--- config.mk ---
export PLATFORM = sky130hd
export DESIGN_NAME = dm_wt_cache
export DESIGN_NICKNAME = d
export VERILOG_FILES = /design/src/rtl/cache_pkg.sv /design/src/rtl/cache_store.sv /design/src/rtl/cache_fsm.sv /design/src/rtl/dm_wt_cache.sv
export SDC_FILE = /design/constraint.sdc
export NUM_CORES = 1
export LEC_CHECK = 0
export BUFFER_PORTS_ARGS = -buffer_cell sky130_fd_sc_hd__buf_2
export CAP_MARGIN = 20
export CORE_AREA = 10 10 190 192
export CTS_CLUSTER_SIZE = 14
export DETAILED_ROUTE_END_ITERATION = 6
export DIE_AREA = 0 0 200 202
export PLACE_DENSITY_LB_ADDON = 0.25
export SLEW_MARGIN = 20
export SYNTH_ARGS = -nofsm -noshare
export SYNTH_HDL_FRONTEND = slang
export SYNTH_SLANG_ARGS = --single-unit
--- constraint.sdc ---
create_clock -name clk -period 7.55 [get_ports clk]
set_input_delay 1.1325 -clock clk [delete_from_list [all_inputs] [get_ports clk]]
set_output_delay 1.1325 -clock clk [all_outputs]
set_load 0.03 [all_outputs]
--- src/rtl/cache_pkg.sv ---
package cache_pkg;
    typedef enum logic [2:0] {
        ST_IDLE    = 3'b000,
        ST_WRITE   = 3'b001,
        ST_RD_HIT  = 3'b010,
        ST_RD_MISS = 3'b100
    } ctl_state_t;
endpackage

--- src/rtl/cache_store.sv ---
module cache_store #(
    parameter int ADDR_W = 8,
    parameter int DATA_W = 8,
    parameter int IDX_W  = 4
) (
    input  logic              clk,
    input  logic              rst_n,
    input  logic [ADDR_W-1:0] addr,
    input  logic              we,
    input  logic [DATA_W-1:0] wdata,
    output logic [DATA_W-1:0] rdata,
    output logic              hit
);
    localparam int TAG_W = ADDR_W - IDX_W;
    localparam int DEPTH = 1 << IDX_W;

    logic [DATA_W-1:0] data_q [DEPTH];
    logic [TAG_W-1:0]  tag_q  [DEPTH];
    logic [DEPTH-1:0]  valid_q;

    logic [IDX_W-1:0] idx;
    logic [TAG_W-1:0] tag;

    assign idx = addr[IDX_W-1:0];
    assign tag = addr[ADDR_W-1:IDX_W];

    for (genvar i = 0; i < DEPTH; i++) begin : g_line
        always_ff @(posedge clk or negedge rst_n) begin
            if (!rst_n)
                valid_q[i] <= 1'b0;
            else if (we && idx == IDX_W'(i))
                valid_q[i] <= 1'b1;
        end

        always_ff @(posedge clk) begin
            if (we && idx == IDX_W'(i)) begin
                data_q[i] <= wdata;
                tag_q[i]  <= tag;
            end
        end
    end

    assign rdata = data_q[idx];
    assign hit   = valid_q[idx] && (tag_q[idx] == tag);
endmodule

--- src/rtl/cache_fsm.sv ---
module cache_fsm
    import cache_pkg::*;
(
    input  logic clk,
    input  logic rst_n,
    input  logic rd_req,
    input  logic wr_req,
    input  logic hit,
    input  logic mem_ready,
    output logic mem_start,
    output logic mem_rw_n,
    output logic mem_drive_en,
    output logic cache_drive_en,
    output logic line_we,
    output logic fill_sel,
    output logic cpu_ack
);
    ctl_state_t state_q, state_d;
    logic       done_q;
    logic       done_rd_q;

    // state register
    always_ff @(posedge clk or negedge rst_n) begin
        if (!rst_n) begin
            state_q   <= ST_IDLE;
            done_q    <= 1'b0;
            done_rd_q <= 1'b0;
        end else begin
            state_q   <= state_d;
            done_q    <= (state_q == ST_WRITE || state_q == ST_RD_MISS) && mem_ready;
            done_rd_q <= (state_q == ST_RD_MISS) && mem_ready;
        end
    end

    // next state
    always_comb begin
        state_d = state_q;
        unique case (state_q)
            ST_IDLE: begin
                if (!done_q) begin
                    if (wr_req)
                        state_d = ST_WRITE;
                    else if (rd_req && hit)
                        state_d = ST_RD_HIT;
                    else if (rd_req)
                        state_d = ST_RD_MISS;
                end
            end
            ST_WRITE:   if (mem_ready) state_d = ST_IDLE;
            ST_RD_HIT:  state_d = ST_IDLE;
            ST_RD_MISS: if (mem_ready) state_d = ST_IDLE;
            default:    state_d = ST_IDLE;
        endcase
    end

    // outputs
    always_comb begin
        mem_start      = 1'b0;
        mem_rw_n       = 1'b1;
        mem_drive_en   = 1'b0;
        line_we        = 1'b0;
        fill_sel       = 1'b0;
        cache_drive_en = done_rd_q;
        cpu_ack        = done_q;
        unique case (state_q)
            ST_IDLE: begin
                if (!done_q && (wr_req || (rd_req && !hit))) begin
                    mem_start = 1'b1;
                    mem_rw_n  = !wr_req;
                end
            end
            ST_WRITE: begin
                mem_rw_n = 1'b0;
                line_we  = mem_ready;
            end
            ST_RD_HIT: begin
                cache_drive_en = 1'b1;
                cpu_ack        = 1'b1;
            end
            ST_RD_MISS: begin
                mem_drive_en = 1'b1;
                line_we      = mem_ready;
                fill_sel     = 1'b1;
            end
            default: ;
        endcase
    end
endmodule

--- src/rtl/dm_wt_cache.sv ---
module dm_wt_cache #(
    parameter int ADDR_W = 8,
    parameter int DATA_W = 8,
    parameter int IDX_W  = 4
) (
    input  logic              clk,
    input  logic              rst_n,
    input  logic              cpu_rd,
    input  logic              cpu_wr,
    input  logic [ADDR_W-1:0] cpu_addr,
    input  logic [DATA_W-1:0] cpu_wdata,
    output logic [DATA_W-1:0] cpu_rdata,
    output logic              cpu_ack,
    output logic              hit,
    output logic              mem_start,
    output logic              mem_rw_n,
    input  logic [DATA_W-1:0] mem_rdata,
    input  logic              mem_ready,
    output logic              mem_drive_en,
    output logic              cache_drive_en,
    output logic              cache_we
);
    logic [DATA_W-1:0] line_rdata;
    logic [DATA_W-1:0] line_wdata;
    logic              fill_sel;

    assign line_wdata = fill_sel ? mem_rdata : cpu_wdata;

    cache_store #(.ADDR_W(ADDR_W), .DATA_W(DATA_W), .IDX_W(IDX_W)) u_store (
        .clk   (clk),
        .rst_n (rst_n),
        .addr  (cpu_addr),
        .we    (cache_we),
        .wdata (line_wdata),
        .rdata (line_rdata),
        .hit   (hit)
    );

    cache_fsm u_fsm (
        .clk            (clk),
        .rst_n          (rst_n),
        .rd_req         (cpu_rd),
        .wr_req         (cpu_wr),
        .hit            (hit),
        .mem_ready      (mem_ready),
        .mem_start      (mem_start),
        .mem_rw_n       (mem_rw_n),
        .mem_drive_en   (mem_drive_en),
        .cache_drive_en (cache_drive_en),
        .line_we        (cache_we),
        .fill_sel       (fill_sel),
        .cpu_ack        (cpu_ack)
    );

    assign cpu_rdata = cache_drive_en ? line_rdata :
                       mem_drive_en   ? mem_rdata  : '0;
endmodule

**Yosys cells after proc, flatten, opt, wreduce, memory -nomap -nowiden**

Memories as Yosys holds them, arrays and structs flattened.
Cells that the tools add are included.

- Flip-flop bits (word level): 21
- Bits in writable memories: 192
- Input bits: 29
- Output and inout port bits: 15
- Logic and storage cells: 246
- Memories kept: 2

Memories:

| memory | depth | bits a word | rd ports | clocked after memory_dff | wr ports | line | RTL |
|---|---|---|---|---|---|---|---|
| u_store.data_q | 16 | 8 | 1 | 0 | 1 | cache_store.sv:17 | `logic [DATA_W-1:0] data_q [DEPTH];` |
| u_store.tag_q | 16 | 4 | 1 | 0 | 1 | cache_store.sv:18 | `logic [TAG_W-1:0] tag_q [DEPTH];` |

- $lt $le $gt $ge: 1
- Eq/ne operators: 22
- Multiplexer cells: 141
- Reduce and logical (&&, ||, !) cells: 61

Operators by type and width:

| cell | number |
|---|---|
| $mux W4 | 45 |
| $mux W8 | 18 |
| $reduce_or A8 Y1 | 15 |
| $mux W1 | 70 |
| $reduce_or A4 Y1 | 15 |
| $eq A4 B4 Y1 const B | 8 |
| $logic_and A1 B1 Y1 | 22 |
| $eq A4 B3 Y1 const B | 4 |
| $mux W3 | 5 |
| $eq A4 B2 Y1 const B | 2 |
| $pmux W3 S2 | 1 |
| $lt A4 B5 Y1 const B | 1 |
| $bmux W1 S4 | 1 |
| $eq A4 B1 Y1 const B | 1 |
| $eq A4 B4 Y1 | 1 |
| $logic_not A4 Y1 | 1 |
| $ne A4 B3 Y1 const B | 1 |
| $eq A3 B1 Y1 const B | 1 |
| $eq A3 B2 Y1 const B | 1 |
| $eq A3 B3 Y1 const B | 1 |
| $logic_not A1 Y1 | 3 |
| $logic_not A3 Y1 | 1 |
| $reduce_and A3 Y1 | 1 |
| $logic_or A1 B1 Y1 | 2 |
| other kinds (4) | 4 |

**Logic depth before layout (Yosys ltp)**

- Depth after elaboration: 22
- Depth in mapped cells: 10
- Gate-level depth less buffers: 6

**Cells and area by module**

Synthesis repeated with hierarchy kept, for this count alone.

- Cells, all modules: 395
- Area total of the unflattened synthesis: 8552.0 µm²

By module, submodules not included:

| module | instances | cells each | area an instance (µm²) | sequential area each (µm²) |
|---|---|---|---|---|
| cache_store | 1 | 343 | 8035.2 | 6165.9 |
| cache_fsm | 1 | 29 | 292.8 | 125.1 |
| dm_wt_cache | 1 | 23 | 224.0 | 0.0 |

**Worst setup path after synthesis**

No wires, ideal clock.

- Path type: input port to output port
- Start: input port cpu_addr[1]
- End: output port cpu_rdata[0]
- Arrival: 3395 ps
- Required time: 6418 ps
- Slack: 3022 ps
- Cell stages on the path: 9
- Path buffers: 5
- Cell sequence: buf_6 > buf_8 > buf_2 > buf_2 > buf_1 > mux4_2 > mux4_2 > nand2_1 > o21ai_0

- Longest elaborated chain between the ends: 2

Ends and longest elaborated chain:

| what | line | RTL |
|---|---|---|
| start: declaration | dm_wt_cache.sv:10 | `input logic [ADDR_W-1:0] cpu_addr,` |
| $mem_v2 Z16 W8 | -- |  |
| $mux W8 | dm_wt_cache.sv:55 | `assign cpu_rdata = cache_drive_en ? line_rdata :` |
| end: declaration | dm_wt_cache.sv:12 | `output logic [DATA_W-1:0] cpu_rdata,` |

No other way between the ends.

**Final worst setup path**

- Start: input port cpu_addr[0]
- End: output port cpu_rdata[7]

Same word-level chain as after synthesis.

==> reports/summary.json <==
{
  "placement": {
    "port_buf_inserts": 43,
    "routability_congestion_estimate_from_global_placement": 0.751,
    "dp_hpwl_um": 13300
  },
  "clock_tree": {
    "h-tree-depth": 1,
    "tritoncts_clock_tree": "built",
    "cts_post_setup_buffers_inserted": 0,
    "cts_sinks": 213,
    "numCtsBuffers": 24,
    "clk_latency_ns": 0.51,
    "clockRootBuffer": "clkbuf_16",
    "resize_count_post_cts": 0,
    "postCtsHoldBufs": 0,
    "number_of_buffers_on_the_longest_clock_path": 3,
    "clk_transition_reported_paths_ns": 0.05
  },
  "pwr": {
    "clock_power_share_pct": 39.2,
    "vdd_ir_drop_max_mv": 0.134,
    "switching_share_pct": 24.2,
    "leakagePower_nw": 3.50,
    "power_per_cell_area_nw_per_um2": 296,
    "internal_pwr_total_w": 0.00231,
    "power.switching_w": 0.000738,
    "power.share.sequential_pct": 47.4,
    "power.share.combinational_pct": 13.4
  },
  "run_status": {
    "status": "completed"
  },
  "yosys": {
    "async_flop_share_pct": 9.86,
    "netlist_top_cells_area": "edfxtp_1, mux4_2, dfrtp_1, or2_2, mux2i_1",
    "synth_seq_area_share_pct": 73.3,
    "ys.flop_type": "edfxtp_1",
    "synthesis.instances": 439,
    "syn_area_um2": 8580,
    "synth-warning-count": 0,
    "ys_ff_latch": 213,
    "yosys.area.top_type": "edfxtp_1",
    "yosysUniqueCellTypes": 41,
    "post_synth.cell_area_avg_um2": 19.6,
    "synth_nets": 468,
    "netlist.area_leader.share_pct": 67.2,
    "synth_enable_flop_cells": 192
  },
  "setup_path": {
    "required_ns": 6.42,
    "worst_path_dominant_cell_family": "buffers and inverters",
    "stages_on_the_worst_setup_path": 7,
    "cp_cell_sequence": "buf_2, buf_4, mux4_2, mux4_2, nand2_1, o21ai_0, buf_2",
    "worstPathMaxFanout": 23,
    "cp-end-kind": "primary output",
    "timing_worst_setup_path_type": "input port to primary output",
    "timing.critical_path.buf_inv": 3,
    "slowest_stage": "buf_2",
    "element_type_at_the_critical_path_start": "input port",
    "timing.reg2reg.worst_path_depth": 5,
    "worst_path_arrival_ns": 3.70,
    "timing.critical_path.slowest_cell_delay_ns": 0.59
  },
  "hold_path": {
    "holdPathStages": 1,
    "min_path_type": "flop to flop"
  },
  "die": {
    "placement_rows": 66,
    "coreArea_um2": 32300,
    "num_io_pins": 44,
    "floorplan.die_area_um2": 40400,
    "fp.dieH_um": 202,
    "initial_core_utilization_pct": 26.6,
    "die_w_um": 200
  },
  "sta": {
    "worst_slew_pin_slew_ns": 1.00,
    "setup-tns-final_ns": 0,
    "drv_slew": 0,
    "rsz0062_at_grt": "no",
    "finalCriticalPeriod_ns": 4.83,
    "max_freq_mhz": 207,
    "timing.final.crit_share_pct": 64.0,
    "report.final.setup_viol": 0,
    "finalHoldViolCount": 0,
    "fin_worst_skew_ns": 0.00546,
    "worst_slew_margin_rel_pct": 32.8
  },
  "global_route": {
    "global_route.overflow_total": 0,
    "grt_usage_pct": 10.3,
    "grt_antenna_before_repair": 1,
    "grt_start_max_net_pins": 37,
    "via_count_of_the_first_global_routing_pass": 4754,
    "global_route_wire_length_before_repair_um": 31100
  },
  "cells_and_area": {
    "final_nets": 541,
    "final_util_pct": 31.9,
    "fillCellCount": 3124,
    "post_route_cells_drive_above_1_share_pct": 37.5,
    "final_cell_mix": "edfxtp_1, mux4_2, buf_2",
    "mostFrequentLayoutCell": "edfxtp_1",
    "number_of_diodes_added_for_antenna_fixing": 0,
    "area_growth_syn_to_layout_pct": 20.0
  },
  "route": {
    "post_drt_via_cell_ratio": 4.44,
    "avgRoutedWirePerCell_um": 20.9,
    "detail_route.wirelength_um": 20300,
    "detailroute.via_count": 4311,
    "drtAntennaViolNets": 0,
    "drt_iter0_drc": 300,
    "route.detailed.drc": 0,
    "drt_pre_antenna_iters": 4
  },
  "run": {
    "maxCapViolCount": 0
  }
}
-- worst paths after layout --
check | startpoint | to | slack [ns]
max reg2reg | u_fsm.state_q[0]$_DFFE_PN0P_ | u_store.data_q[13][7]$_DFFE_PP_ | 4.88
max | cpu_addr[0] | cpu_rdata[7] | 2.72
max in group asynchronous | rst_n | u_store.valid_q[11]$_DFFE_PN0P_ | 6.60
min in group asynchronous | rst_n | u_fsm.done_rd_q$_DFF_PN0_ | 0.60
min | u_store.valid_q[11]$_DFFE_PN0P_ | u_store.valid_q[11]$_DFFE_PN0P_ | 0.46
min reg2reg | u_store.valid_q[11]$_DFFE_PN0P_ | u_store.valid_q[11]$_DFFE_PN0P_ | 0.46
-- power by group through the flow --
| stage | combinational, W | sequential, W | clock (W) |
|---|---|---|---|
| 2_1_floorplan | 0.000274 | 0.00146 | 0 |
| 3_3_place_gp | 0.000415 | 0.00147 | 0 |
| 3_5_place_dp | 0.000423 | 0.00147 | 0 |
| 4_1_cts | 0.000425 | 0.00145 | 0.00123 |
| 5_1_grt | 0.000453 | 0.00145 | 0.00128 |
| 6_report | 0.000410 | 0.00145 | 0.00120 |
-- metal layers --
layer	global-route usage [%]	wire length (um)	share of wire [%]
met5	0	17	0.084
met4	2.43	344	1.7
met3	1.94	1280	6.3
met2	17.5	10200	50
met1	13.1	8480	42
-- registers in the layout, summed over array words and instances (netlist names) --
name,flops
u_store.data_q,128
u_store.tag_q,64
u_store.valid_q,16
u_fsm.state_q,3
u_fsm.done_q,1
u_fsm.done_rd_q,1
-- cell families after synthesis --
| group | count (synthesis) | synth area share (%) |
|---|---|---|
| buf+inv | 36 | 1.85 |
| simple gates | 85 | 5.28 |
| compound gates | 28 | 2.04 |
| mux | 74 | 17.2 |
| flops | 213 | 73.3 |
| xor+xnor | 3 | 0.306 |
-- cells in the mapped netlist (3+ instances only) --
master,count
dfrtp_1,21
edfxtp_1,192
nor2_1,18
or2_2,21
buf_1,7
nand2_1,20
buf_2,4
nand3_1,3
clkbuf_1,8
nand2b_1,3
inv_1,14
mux4_2,57
o22ai_1,3
mux2_2,7
mux2i_1,9
o21ai_0,17
nor3_1,5
-- layout make-up --
cell class              count  area [um^2]  share of cell area, %
clock buffers              26          639                   6.21
flip-flops and latches    213         6290                   61.1
clock inverters            18          190                   1.85
multi-input cells         190         2160                   21.0
well taps                 442          553                   5.37
inverters                  15         56.3                  0.547
repair buffers             68          405                   3.94
-- metrics by stage --
| stage | cells | instance area [um^2] | total power (W) | hold slack [ns] | setup WS (ns) |
|---|---|---|---|---|---|
| final | 972 | 10300 | 0.00305 | 0.460 | 2.72 |
| after global routing | 972 | 10300 | 0.00318 | 0.481 | 2.47 |
| after global placement | 928 | 9460 | 0.00188 | 0.441 | 2.39 |
| after floorplan | 439 | 8580 | 0.00173 | 0.430 | 3.02 |
| after CTS | 972 | 10300 | 0.00310 | 0.461 | 2.36 |
| after detailed placement | 928 | 9460 | 0.00189 | 0.447 | 2.37 |
No activity file was read; power rests on OpenSTA's default activity.
